$ cat src/rtl/irq_latch_pkg.sv
package irq_latch_pkg;
  localparam int unsigned BYTE_W = 8;
  localparam int unsigned VIEW_W = 2 * BYTE_W;

  typedef logic [BYTE_W-1:0] reg_addr_t;

  localparam reg_addr_t RA_MASK_LO = 8'h17;
  localparam reg_addr_t RA_MASK_HI = 8'h18;
  localparam reg_addr_t RA_STAT_LO = 8'h19;
  localparam reg_addr_t RA_STAT_HI = 8'h1A;
  localparam reg_addr_t RA_ACK_LO  = 8'h1B;
  localparam reg_addr_t RA_ACK_HI  = 8'h1C;
endpackage

$ cat src/rtl/irq_rise_detect.sv
module irq_rise_detect #(
  parameter int unsigned W = 1
) (
  input  logic         clk,
  input  logic         rst,
  input  logic [W-1:0] lvl_i,
  output logic [W-1:0] rise_o
);
  logic [W-1:0] lvl_q;

  always_ff @(posedge clk) begin
    if (rst) lvl_q <= '0;
    else     lvl_q <= lvl_i;
  end

  assign rise_o = lvl_i & ~lvl_q;
endmodule

$ cat src/rtl/irq_status_bank.sv
module irq_status_bank #(
  parameter int unsigned N = 12
) (
  input  logic         clk,
  input  logic         rst,
  input  logic [N-1:0] set_i,
  input  logic [N-1:0] clr_i,
  output logic [N-1:0] stat_o,
  output logic [N-1:0] stat_nxt_o
);
  for (genvar b = 0; b < N; b++) begin : g_bit
    logic bit_q;
    // a new event takes priority over a clear in the same cycle
    always_comb begin
      if (set_i[b])      stat_nxt_o[b] = 1'b1;
      else if (clr_i[b]) stat_nxt_o[b] = 1'b0;
      else               stat_nxt_o[b] = bit_q;
    end
    always_ff @(posedge clk) begin
      if (rst) bit_q <= 1'b0;
      else     bit_q <= stat_nxt_o[b];
    end
    assign stat_o[b] = bit_q;
  end
endmodule

$ cat src/rtl/irq_reg_port.sv
module irq_reg_port
  import irq_latch_pkg::*;
#(
  parameter int unsigned N = 12
) (
  input  logic              clk,
  input  logic              rst,
  input  logic              wr_en,
  input  logic              rd_en,
  input  reg_addr_t         addr,
  input  logic [BYTE_W-1:0] wdata,
  input  logic [N-1:0]      stat_i,
  output logic [BYTE_W-1:0] rdata,
  output logic [N-1:0]      clr_o,
  output logic [N-1:0]      mask_o,
  output logic [N-1:0]      mask_nxt_o
);
  logic [N-1:0]      mask_q;
  logic [VIEW_W-1:0] mask_view, stat_view, mask_wide, clr_wide;
  logic [BYTE_W-1:0] rd_nxt;

  assign mask_view = VIEW_W'(mask_q);
  assign stat_view = VIEW_W'(stat_i);

  always_comb begin
    mask_wide = mask_view;
    clr_wide  = '0;
    if (wr_en) begin
      case (addr)
        RA_MASK_LO: mask_wide[BYTE_W-1:0]      = wdata;
        RA_MASK_HI: mask_wide[VIEW_W-1:BYTE_W] = wdata;
        RA_ACK_LO:  clr_wide[BYTE_W-1:0]       = wdata;
        RA_ACK_HI:  clr_wide[VIEW_W-1:BYTE_W]  = wdata;
        default:    ;
      endcase
    end
  end

  assign mask_nxt_o = mask_wide[N-1:0];
  assign clr_o      = clr_wide[N-1:0];
  assign mask_o     = mask_q;

  always_comb begin
    case (addr)
      RA_MASK_LO: rd_nxt = mask_view[BYTE_W-1:0];
      RA_MASK_HI: rd_nxt = mask_view[VIEW_W-1:BYTE_W];
      RA_STAT_LO: rd_nxt = stat_view[BYTE_W-1:0];
      RA_STAT_HI: rd_nxt = stat_view[VIEW_W-1:BYTE_W];
      default:    rd_nxt = '0;
    endcase
  end

  always_ff @(posedge clk) begin
    if (rst) begin
      mask_q <= '1;
      rdata  <= '0;
    end else begin
      mask_q <= mask_nxt_o;
      if (rd_en) rdata <= rd_nxt;
    end
  end
endmodule

$ cat src/rtl/irq_latch_ctrl.sv
module irq_latch_ctrl
  import irq_latch_pkg::*;
#(
  parameter int unsigned GEN_N = 8
) (
  input  logic             clk,
  input  logic             rst,
  input  logic             wr_en,
  input  logic             rd_en,
  input  logic [7:0]       addr,
  input  logic [7:0]       wdata,
  output logic [7:0]       rdata,
  input  logic [GEN_N-1:0] gen_evt,
  input  logic             tick_evt,
  input  logic             alarm_evt,
  input  logic             uperr_evt,
  input  logic             btn_in,
  output logic             irq_out
);
  localparam int unsigned NSRC = GEN_N + 4;

  logic            btn_rise;
  logic [NSRC-1:0] src_vec, clr_vec, stat_q, stat_nxt, mask_q, mask_nxt;

  irq_rise_detect #(.W(1)) u_btn (
    .clk(clk), .rst(rst), .lvl_i(btn_in), .rise_o(btn_rise)
  );

  assign src_vec = {btn_rise, uperr_evt, alarm_evt, tick_evt, gen_evt};

  irq_status_bank #(.N(NSRC)) u_stat (
    .clk(clk), .rst(rst), .set_i(src_vec), .clr_i(clr_vec),
    .stat_o(stat_q), .stat_nxt_o(stat_nxt)
  );

  irq_reg_port #(.N(NSRC)) u_regs (
    .clk(clk), .rst(rst), .wr_en(wr_en), .rd_en(rd_en), .addr(addr),
    .wdata(wdata), .stat_i(stat_q), .rdata(rdata), .clr_o(clr_vec),
    .mask_o(mask_q), .mask_nxt_o(mask_nxt)
  );

  always_ff @(posedge clk) begin
    if (rst) irq_out <= 1'b0;
    else     irq_out <= |(stat_nxt & ~mask_nxt);
  end
endmodule

$ cat config.mk
export PLATFORM = sky130hd
export DESIGN_NAME = irq_latch_ctrl
export DESIGN_NICKNAME = d
export VERILOG_FILES = /design/src/rtl/irq_latch_pkg.sv /design/src/rtl/irq_rise_detect.sv /design/src/rtl/irq_status_bank.sv /design/src/rtl/irq_reg_port.sv /design/src/rtl/irq_latch_ctrl.sv
export SDC_FILE = /design/constraint.sdc
export NUM_CORES = 1
export LEC_CHECK = 0
export BUFFER_PORTS_ARGS = -buffer_cell sky130_fd_sc_hd__buf_2
export CAP_MARGIN = 20
export CORE_ASPECT_RATIO = 0.8
export CORE_MARGIN = 2
export CORE_UTILIZATION = 53
export CTS_CLUSTER_DIAMETER = 60
export CTS_CLUSTER_SIZE = 28
export DETAILED_ROUTE_END_ITERATION = 6
export PLACE_DENSITY = 0.74
export SYNTH_ARGS = -nofsm -noshare
export SYNTH_HDL_FRONTEND = slang
export SYNTH_SLANG_ARGS = --single-unit
$ cat constraint.sdc
create_clock -name clk -period 2.22 [get_ports clk]
set_input_delay 0.444 -clock clk [delete_from_list [all_inputs] [get_ports clk]]
set_output_delay 0.444 -clock clk [all_outputs]
set_load 0.02 [all_outputs]
==> results of run 1 <==
[cells in the final DEF (no fill, tap or decap), types with 2 or more instances in the layout]
master     count
a21boi_0       2
a21oi_1       19
o2111ai_1      2
nor3b_1        5
nand3b_1       3
o21ai_0        4
a22oi_1        8
buf_2         40
mux2i_1        5
dfxtp_1       34
nor2_1        27
nor3_4         2
clkbuf_8       6
a32oi_1        2
nand2b_1       3
nand3_1        2
buf_4         14
o2111a_1       2
and3_1         3
a2bb2oi_1      8
or2_2          4
a221oi_1       3
nor4_1         3
o31ai_1        2
nor3_2         2
nand2_1       33
nor2b_1        8
inv_1          3
o2bb2ai_1      4
[worst paths after layout]
path	from	cells past startpoint	to	slack (ns)
worst max-delay path	addr[7]	7	irq_out$_SDFF_PP0_	0.27
worst min-delay path	btn_in	2	u_btn.lvl_q$_SDFF_PP0_	0.39
worst max register to register	u_stat.g_bit[0].bit_q$_SDFF_PP0_	5	irq_out$_SDFF_PP0_	0.52
worst min register to register	u_regs.mask_o[8]$_SDFF_PP1_	2	u_regs.mask_o[8]$_SDFF_PP1_	0.46
[cells in the mapped netlist, types with 2 or more instances]
cell       instances
a21boi_0           2
o2111a_1           2
a2bb2oi_1          8
nor2_1            27
nor2b_1            8
nand2b_1           3
nand3b_1           3
a21oi_1           19
or2_2              4
nor3_4             2
a22oi_1            8
nor3_2             2
a221oi_1           3
o21ai_0            4
o31ai_1            2
nor3b_1            5
nor4_1             3
inv_1              3
buf_2              2
nand3_1            2
clkbuf_1           6
o2bb2ai_1          4
and3_1             3
dfxtp_1           34
nand2_1           33
mux2i_1            5
o2111ai_1          2
a32oi_1            2
[layout make-up]
| class | instances | area (µm²) | area share (%) |
|---|---|---|---|
| Tap cell | 42 | 52.6 | 2.32 |
| Multi-Input combinational cell | 172 | 1110 | 48.8 |
| Sequential cell | 34 | 681 | 30.0 |
| Clock inverter | 1 | 5.00 | 0.221 |
| Inverter | 3 | 11.3 | 0.496 |
| Timing Repair Buffer | 55 | 325 | 14.3 |
| Clock buffer | 7 | 86.3 | 3.80 |
[metrics by stage]
step	utilization (%)	hold WS [ns]	cell area, µm²	TNS [ns]
final	66.8	0.386	2270	0
after global routing	66.8	0.392	2270	0
after CTS	66.8	0.388	2270	0
after detailed placement	64.1	0.450	2180	-0.0410
after global placement	64.1	0.443	2180	0
after floorplan	-	0.431	1850	0
[sequential cells by signal (all words and copies together) (netlist names)]
register	count
u_stat.g_bit.bit_q	12
u_btn.lvl_q	1
u_regs.mask_o	12
irq_out	1
u_regs.rdata	8
[worst max-delay path: stages]
cell     delay (ns)
buf_2          0.12
or4b_4         0.63
buf_4          0.20
nor4_1         0.27
o21ai_0        0.12
a32oi_1        0.20
a41oi_1        0.11
[power by group through the flow]
stage	logic, mW	registers [mW]	clock network, mW
after floorplan	0.0892	0.650	0
after global placement	0.156	0.653	0
after detailed placement	0.157	0.653	0
after CTS	0.158	0.640	0.477
after global routing	0.176	0.642	0.504
final	0.160	0.640	0.472
[layer usage]
layer	vias up	part of all wire [%]	global-route usage, %
met5	-	0	0
met3	20	9.0	6.46
met4	0	2.5	8.79
li1	912	-	-
met1	894	45	37.4
met2	93	44	40.4
[kinds of logic (layout without fill, tap and decap cells)]
group           after synthesis  count (layout)  share of synthesized area (%)
compound gates               65              65                           26.7
buf+inv                      13              66                           3.38
flops                        34              34                           36.8
mux                           5               5                           2.70
simple gates                102             102                           30.5
==> impl_results.md, run 1 <==
* Status: completed
* Via count at 1919
* RSZ-0062 raised after global routing: false
* DR WL/cell at 16.2 µm
* Hold-fix buffers, CTS at 0
* Dpl ws at -0.0410 ns
* Yosys top cell area share at 36.8%
* Antenna Nets Post-Route at 0
* WL final at 5070 µm
* Die Width at 70.1 µm
* Pwr dens at 561 nW/µm²
* CTS Buf Count at 5
* RD Place Congestion at 0.865
* Post-synthesis cell type count at 46
* Synth top area cells: dfxtp_1 37%, nand2_1 6.7%, nor2_1 5.5%
* DRT iter0 DRCs at 101
* Synth Warn # at 0
* Period utilization at 87.7%
* Final Max Tran Viols at 0
* Die area at 3990 µm²
* Leakage Power at 0.975 nW
* Initial DRT Pass Iterations at 4
* Sequential share of the synthesized area at 36.8%
* Maximum VDD drop at 0.403 mV
* Clock Power Share at 37.1%
* Post-synth top flop: dfxtp_1
* Pwr Total at 1.27 mW
* Layout cells sized above 1 at 28.3%
* Syn Inst Count at 219
* Mean post-synth cell area at 8.46 µm²
* Fin cells at 314
* DP HPWL at 3750 µm
* Worst hold path type: input pin to register
* EDFF count, synth at 0
* Core ar. at 3400 µm²
* Nets@finish at 303
* Crit path capture type: register
* Rows at 19
* CTS Sinks at 34
* Synth-to-layout area growth at 22.6%
* DRC at 0
* Filler Cells Inserted at 292
* Switching Power at 0.327 mW
* CP required at 2.36 ns
* IO Pins at 41
* Cell taking the most area after synthesis: dfxtp_1
* Antenna cells at 0
* Vias in the first global route at 1793
* Worst setup margin at 0.272 ns
* FF+latch count, synth at 34
* Crit Path Class: input pin to register
* Flop pwr share at 50.3%
* Skew-Pair Late Insertion Delay at 0.29 ns
* # H-tree levels at 2
* Mapped cell area at 1850 µm²
* Post-CTS setup buffers at 0
* Ys async rst share at 0%
* Critical path launch point type: input pin
* Tightest Pin Transition at 0.627 ns
* Starting Density at 54.5%
* Maximum clock path buffer count at 2
* Combinational share of power at 12.6%
* Max Cap Viol at 0
* First-pass GRT wire length at 8370 µm
* Worst-path fanout max at 9
* Routed vias/inst at 6.11
* Pin count of the biggest net entering global routing at 35
* Fin crit period at 1.95 ns
* CTS tree: yes
* Endpoints failing setup at 0
* Endpoints failing hold at 0
* CTS resizes at 0
* Worst-path clk slew at 0.07 ns
* Net Sw Frac at 25.7%
* Vert. Die Dim at 56.9 µm
* CTS root buf: clkbuf_8
* Worst Skew at 0.00277 ns
* Max Clock Freq at 513 MHz
* Initial antenna violation count at 0
* Placed Cells at 306
* WP data arrival at 2.09 ns
* GR Util All Layers at 26.7%
* Max transition margin at 58.2%
* Syn_nets at 251
* Int Pwr at 0.946 mW
* IO Port Bufs at 40
* Congestion Overflow GR at 0
Note: power is estimated with default switching activity, not from simulation.
==> run 2, diff against run 1 <==
--- a/config.mk
+++ b/config.mk
@@ -8,7 +8,6 @@
 export BUFFER_PORTS_ARGS = -buffer_cell sky130_fd_sc_hd__buf_2
 export CAP_MARGIN = 20
 export CORE_ASPECT_RATIO = 0.8
-export CORE_MARGIN = 2
 export CORE_UTILIZATION = 53
 export CTS_CLUSTER_DIAMETER = 60
 export CTS_CLUSTER_SIZE = 28
==> impl_results.md, run 2 (same netlist as run 1, synthesis figures left out) <==
* Status: completed
* Endpoints failing hold at 0
* WP data arrival at 2.10 ns
* DP HPWL at 3770 µm
* Die area at 3740 µm²
* Max Clock Freq at 510 MHz
* Worst hold slack at 0.389 ns
* Pin count of the biggest net entering global routing at 35
* IO Port Bufs at 40
* Maximum clock path buffer count at 2
* Endpoints failing setup at 0
* Die Width at 68.1 µm
* Starting Density at 57.9%
* Skew-Pair Late Insertion Delay at 0.29 ns
* Fin crit period at 1.96 ns
* CTS root buf: clkbuf_8
* CTS Sinks at 34
* Nets@finish at 305
* Period utilization at 88.3%
* Maximum VDD drop at 0.684 mV
* Max transition margin at 58.8%
* Vert. Die Dim at 54.9 µm
* Layout cells sized above 1 at 28.5%
* IO Pins at 41
* Crit Path Class: input pin to register
* Core ar. at 3200 µm²
* Worst hold path type: input pin to register
* CTS Buf Count at 5
* Register area at 681 µm²
* CTS tree: yes
* Pwr dens at 592 nW/µm²
* Initial DRT Pass Iterations at 5
* Filler Cells Inserted at 283
* Hold-fix buffers, CTS at 0
* Vias in the first global route at 1688
* Area of the multi-input gates at 1110 µm²
* Via count at 1899
* Crit path from: addr[7]
* Congestion Overflow GR at 0
* CP Capture Point: irq_out$_SDFF_PP0_
* DR WL/cell at 16.3 µm
* Worst setup margin at 0.259 ns
* Crit path capture type: register
* Initial antenna violation count at 0
* Final Core Density at 71.8%
* Routed vias/inst at 6.05
* Tightest Pin Transition at 0.617 ns
* R2R Path Start: u_stat.g_bit[0].bit_q$_SDFF_PP0_
* Worst-path fanout max at 9
* First-pass GRT wire length at 8000 µm
* Top layer in use: met4
* Antenna cells at 0
* CTS resizes at 0
* Most frequent cells in the layout: 40 x buf_2, 34 x dfxtp_1, 33 x nand2_1, 27 x nor2_1, 19 x a21oi_1
* Antenna Nets Post-Route at 0
* Reg2reg end: irq_out$_SDFF_PP0_
* Most common cell after layout, fill and taps aside: buf_2
* Leakage Power at 0.989 nW
* Post-CTS setup buffers at 0
* Final Max Tran Viols at 0
* RD Place Congestion at 0.946
* Reg2reg path depth at 5
* DRC at 0
* CP required at 2.36 ns
* Rows at 18
* Synth-to-layout area growth at 24.1%
* GR Util All Layers at 29.8%
* WL met1 at 2380 µm
* RSZ-0062 raised after global routing: false
* Worst Skew at 0.00652 ns
* WL final at 5110 µm
* # H-tree levels at 2
* Flop2flop setup slack at 0.57 ns
* DRT iter0 DRCs at 142
* Met2 routed WL at 2190 µm
* Critical path launch point type: input pin
* Metal3 WL at 484 µm
* Worst-path clk slew at 0.07 ns
* Dpl ws at -0.0282 ns
* Max Cap Viol at 0
[run 2: changes by cell type in the layout (fill, tap and decap cells not counted)]
| cell | before | now |
|---|---|---|
| buf_4 | 14 | 16 |
| bufinv_16 | 0 | 1 |
| clkbuf_1 | 1 | 2 |
| clkbuf_8 | 6 | 5 |
| clkinv_2 | 1 | 0 |
[run 2: per-layer routing]
metal  track usage [%]  vias up
li1                  -      916
met1              41.7      880
met2              44.0       94
met3              7.08        9
met4              11.1        0
met5                 0        -
[run 2: how the worst min path moves through the flow]
stage	startpoint	end	depth (start not counted)
3_5_place_dp	u_regs.mask_o[11]$_SDFF_PP1_	u_regs.mask_o[11]$_SDFF_PP1_	2
3_3_place_gp	u_regs.mask_o[11]$_SDFF_PP1_	u_regs.mask_o[11]$_SDFF_PP1_	2
4_1_cts	btn_in	u_btn.lvl_q$_SDFF_PP0_	2
2_1_floorplan	u_regs.mask_o[11]$_SDFF_PP1_	u_regs.mask_o[11]$_SDFF_PP1_	2
6_report	btn_in	u_btn.lvl_q$_SDFF_PP0_	2
5_1_grt	btn_in	u_btn.lvl_q$_SDFF_PP0_	2
[run 2: critical path, cell delays in order]
cell and delay (ns):
buf_2 0.12, or4b_4 0.64, nor3_4 0.33, nand2_1 0.12, a311oi_1 0.30, a41oi_1 0.15
[run 2: stage by stage]
| stage | std cells | total power [mW] | area (µm²) | TNS, ns |
|---|---|---|---|---|
| after global routing | 314 | 1.41 | 2300 | 0 |
| after detailed placement | 306 | 0.813 | 2190 | -0.0282 |
| after floorplan | 219 | 0.739 | 1850 | 0 |
| after global placement | 306 | 0.811 | 2190 | -0.0142 |
| final | 314 | 1.36 | 2300 | 0 |
| after CTS | 314 | 1.36 | 2300 | 0 |
[run 2: layout make-up]
cell class / count / area share [%]
Clock buffer: 7 / 3.32
Clock inverter: 1 / 1.31
Inverter: 3 / 0.490
Multi-Input combinational cell: 172 / 48.3
Sequential cell: 34 / 29.6
Tap cell: 40 / 2.18
Timing Repair Buffer: 57 / 14.8
[run 2: power breakdown]
part | switching, mW | internal (mW)
clock network | 0.222 | 0.336
registers | 0.0130 | 0.628
logic | 0.0930 | 0.0694
total | 0.328 | 1.03
==> run 3, diff against run 2 <==
--- a/config.mk
+++ b/config.mk
@@ -8,11 +8,13 @@
 export BUFFER_PORTS_ARGS = -buffer_cell sky130_fd_sc_hd__buf_2
 export CAP_MARGIN = 20
 export CORE_ASPECT_RATIO = 0.8
+export CORE_MARGIN = 4
 export CORE_UTILIZATION = 53
 export CTS_CLUSTER_DIAMETER = 60
 export CTS_CLUSTER_SIZE = 28
 export DETAILED_ROUTE_END_ITERATION = 6
 export PLACE_DENSITY = 0.74
+export REMOVE_ABC_BUFFERS = 1
 export SYNTH_ARGS = -nofsm -noshare
 export SYNTH_HDL_FRONTEND = slang
 export SYNTH_SLANG_ARGS = --single-unit
==> impl_results.md, run 3 (same netlist as run 1, synthesis figures left out) <==
* Die area at 4510 µm²
* Initial DRT Pass Iterations at 4
* GR Util All Layers at 24.9%
* Crit path from: addr[7]
* DRT iter0 DRCs at 96
* Core ar. at 3220 µm²
* Starting Density at 57.5%
* CTS resizes at 0
* Clock Power Share at 41.1%
* Filler Cells Inserted at 271
* Skew-Pair Late Insertion Delay at 0.29 ns
* WP data arrival at 2.14 ns
* Slowest cell on crit path: or4b_4
* DP HPWL at 3950 µm
* Maximum VDD drop at 0.534 mV
* Maximum clock path buffer count at 2
* CTS root buf: clkbuf_8
* Fin cells at 321
* Crit path capture type: register
* IO Pins at 41
* Endpoints failing setup at 0
* Worst-path fanout max at 7
* Flop2flop setup slack at 0.51 ns
* CP required at 2.44 ns
* Critical path launch point type: input pin
* Antenna cells at 0
* Most common cell after layout, fill and taps aside: buf_2
* Max Clock Freq at 521 MHz
* Nets@finish at 312
* Hold-fix buffers, CTS at 0
* CP cell instances: buf_2 > or4b_4 > buf_4 > nor4b_2 > buf_4 > a22oi_1 > a2bb2oi_1 > nor2_1
* Pwr dens at 581 nW/µm²
* Period utilization at 86.5%
* Worst setup margin at 0.300 ns
* Dpl ws at 0.0281 ns
* Post-CTS setup buffers at 0
* Fin area at 2350 µm²
* DRC at 0
* R2R Path Start: u_stat.g_bit[0].bit_q$_SDFF_PP0_
* Placed Instance Area at 2240 µm²
* Max transition margin at 59.5%
* Placed Cells at 313
* Vias in the first global route at 1772
* Worst hold path type: input pin to register
* Worst-path clk slew at 0.07 ns
* Synth-to-layout area growth at 27.0%
* Int Pwr at 1.03 mW
* Combinational share of power at 12.0%
* Congestion Overflow GR at 0
* Most frequent cells in the layout: 40 x buf_2, 34 x dfxtp_1, 33 x nand2_1, 27 x nor2_1, 23 x buf_4
* Die Width at 74.1 µm
* IO Port Bufs at 40
* Endpoints failing hold at 0
* Routed vias/inst at 5.90
* Net Sw Frac at 24.6%
* RSZ-0062 raised after global routing: false
* Worst Skew at 0.00757 ns
* Switching Power at 0.336 mW
* Crit Path Class: input pin to register
* Fin crit period at 1.92 ns
* CTS tree: yes
* WL final at 5170 µm
* Worst hold slack at 0.373 ns
* Rows at 18
* Via count at 1895
* Pin count of the biggest net entering global routing at 35
* Vert. Die Dim at 60.9 µm
* Fin Setup TNS at 0 ns
* Status: completed
* Final Core Density at 73.0%
* Layout cells sized above 1 at 31.0%
* Initial antenna violation count at 0
* Reg2reg end: irq_out$_SDFF_PP0_
* Reg2reg path depth at 5
* Largest stage delay, worst path at 0.60 ns
* Antenna Nets Post-Route at 0
* Tightest Pin Transition at 0.608 ns
* CTS Buf Count at 5
* Final Max Tran Viols at 0
* Pwr Total at 1.37 mW
* Flop pwr share at 46.8%
* Leakage Power at 1.02 nW
* DR WL/cell at 16.1 µm
* Most Frequent Cell on Critical Path: buf_4
* # H-tree levels at 2
* CTS Sinks at 34
* Max Cap Viol at 0
* RD Place Congestion at 0.889
* First-pass GRT wire length at 8380 µm
* CP Capture Point: u_regs.rdata[7]$_SDFFE_PP0P_
==> run 3: critical path, delay by kind of cell <==
kind            cells  cell delay, ns
compound gates      2            0.23
buf+inv             3            0.49
simple gates        3            0.98
==> run 3: final cells by class <==
class / count / area, µm² / area share (%)
clock inverter: 3 / 40.0 / 1.70
tap: 40 / 50.0 / 2.13
clock buffer: 5 / 68.8 / 2.93
multi-input combinational: 172 / 1110 / 47.1
sequential: 34 / 681 / 28.9
inverter: 3 / 11.3 / 0.479
timing repair buffer: 64 / 393 / 16.7
==> run 3: power groups by stage <==
stage          Combinational (mW)  Clock, mW  Sequential (mW)
2_1_floorplan              0.0729          0            0.650
3_3_place_gp                0.161          0            0.653
3_5_place_dp                0.162          0            0.653
4_1_cts                     0.163      0.570            0.639
5_1_grt                     0.180      0.594            0.641
6_report                    0.165      0.562            0.640
==> run 3: worst min-delay path by stage <==
stage / end / startpoint / slack [ns] / depth (start not counted)
4_1_cts: u_btn.lvl_q$_SDFF_PP0_ / btn_in / 0.37 / 2
2_1_floorplan: u_regs.mask_o[11]$_SDFF_PP1_ / u_regs.mask_o[11]$_SDFF_PP1_ / 0.43 / 2
5_1_grt: u_regs.mask_o[5]$_SDFF_PP1_ / wdata[5] / 0.40 / 3
3_5_place_dp: u_regs.mask_o[3]$_SDFF_PP1_ / u_regs.mask_o[3]$_SDFF_PP1_ / 0.45 / 2
3_3_place_gp: u_regs.mask_o[10]$_SDFF_PP1_ / u_regs.mask_o[10]$_SDFF_PP1_ / 0.45 / 2
6_report: u_btn.lvl_q$_SDFF_PP0_ / btn_in / 0.37 / 2
==> run 3: layer usage <==
| metal | global-route usage (%) | vias to the layer above | routed length, µm |
|---|---|---|---|
| met5 | 0 | - | 0 |
| met4 | 10.6 | 0 | 93 |
| met3 | 5.96 | 12 | 400 |
| met2 | 37.1 | 72 | 2230 |
| met1 | 34.3 | 877 | 2440 |
| li1 | - | 934 | - |
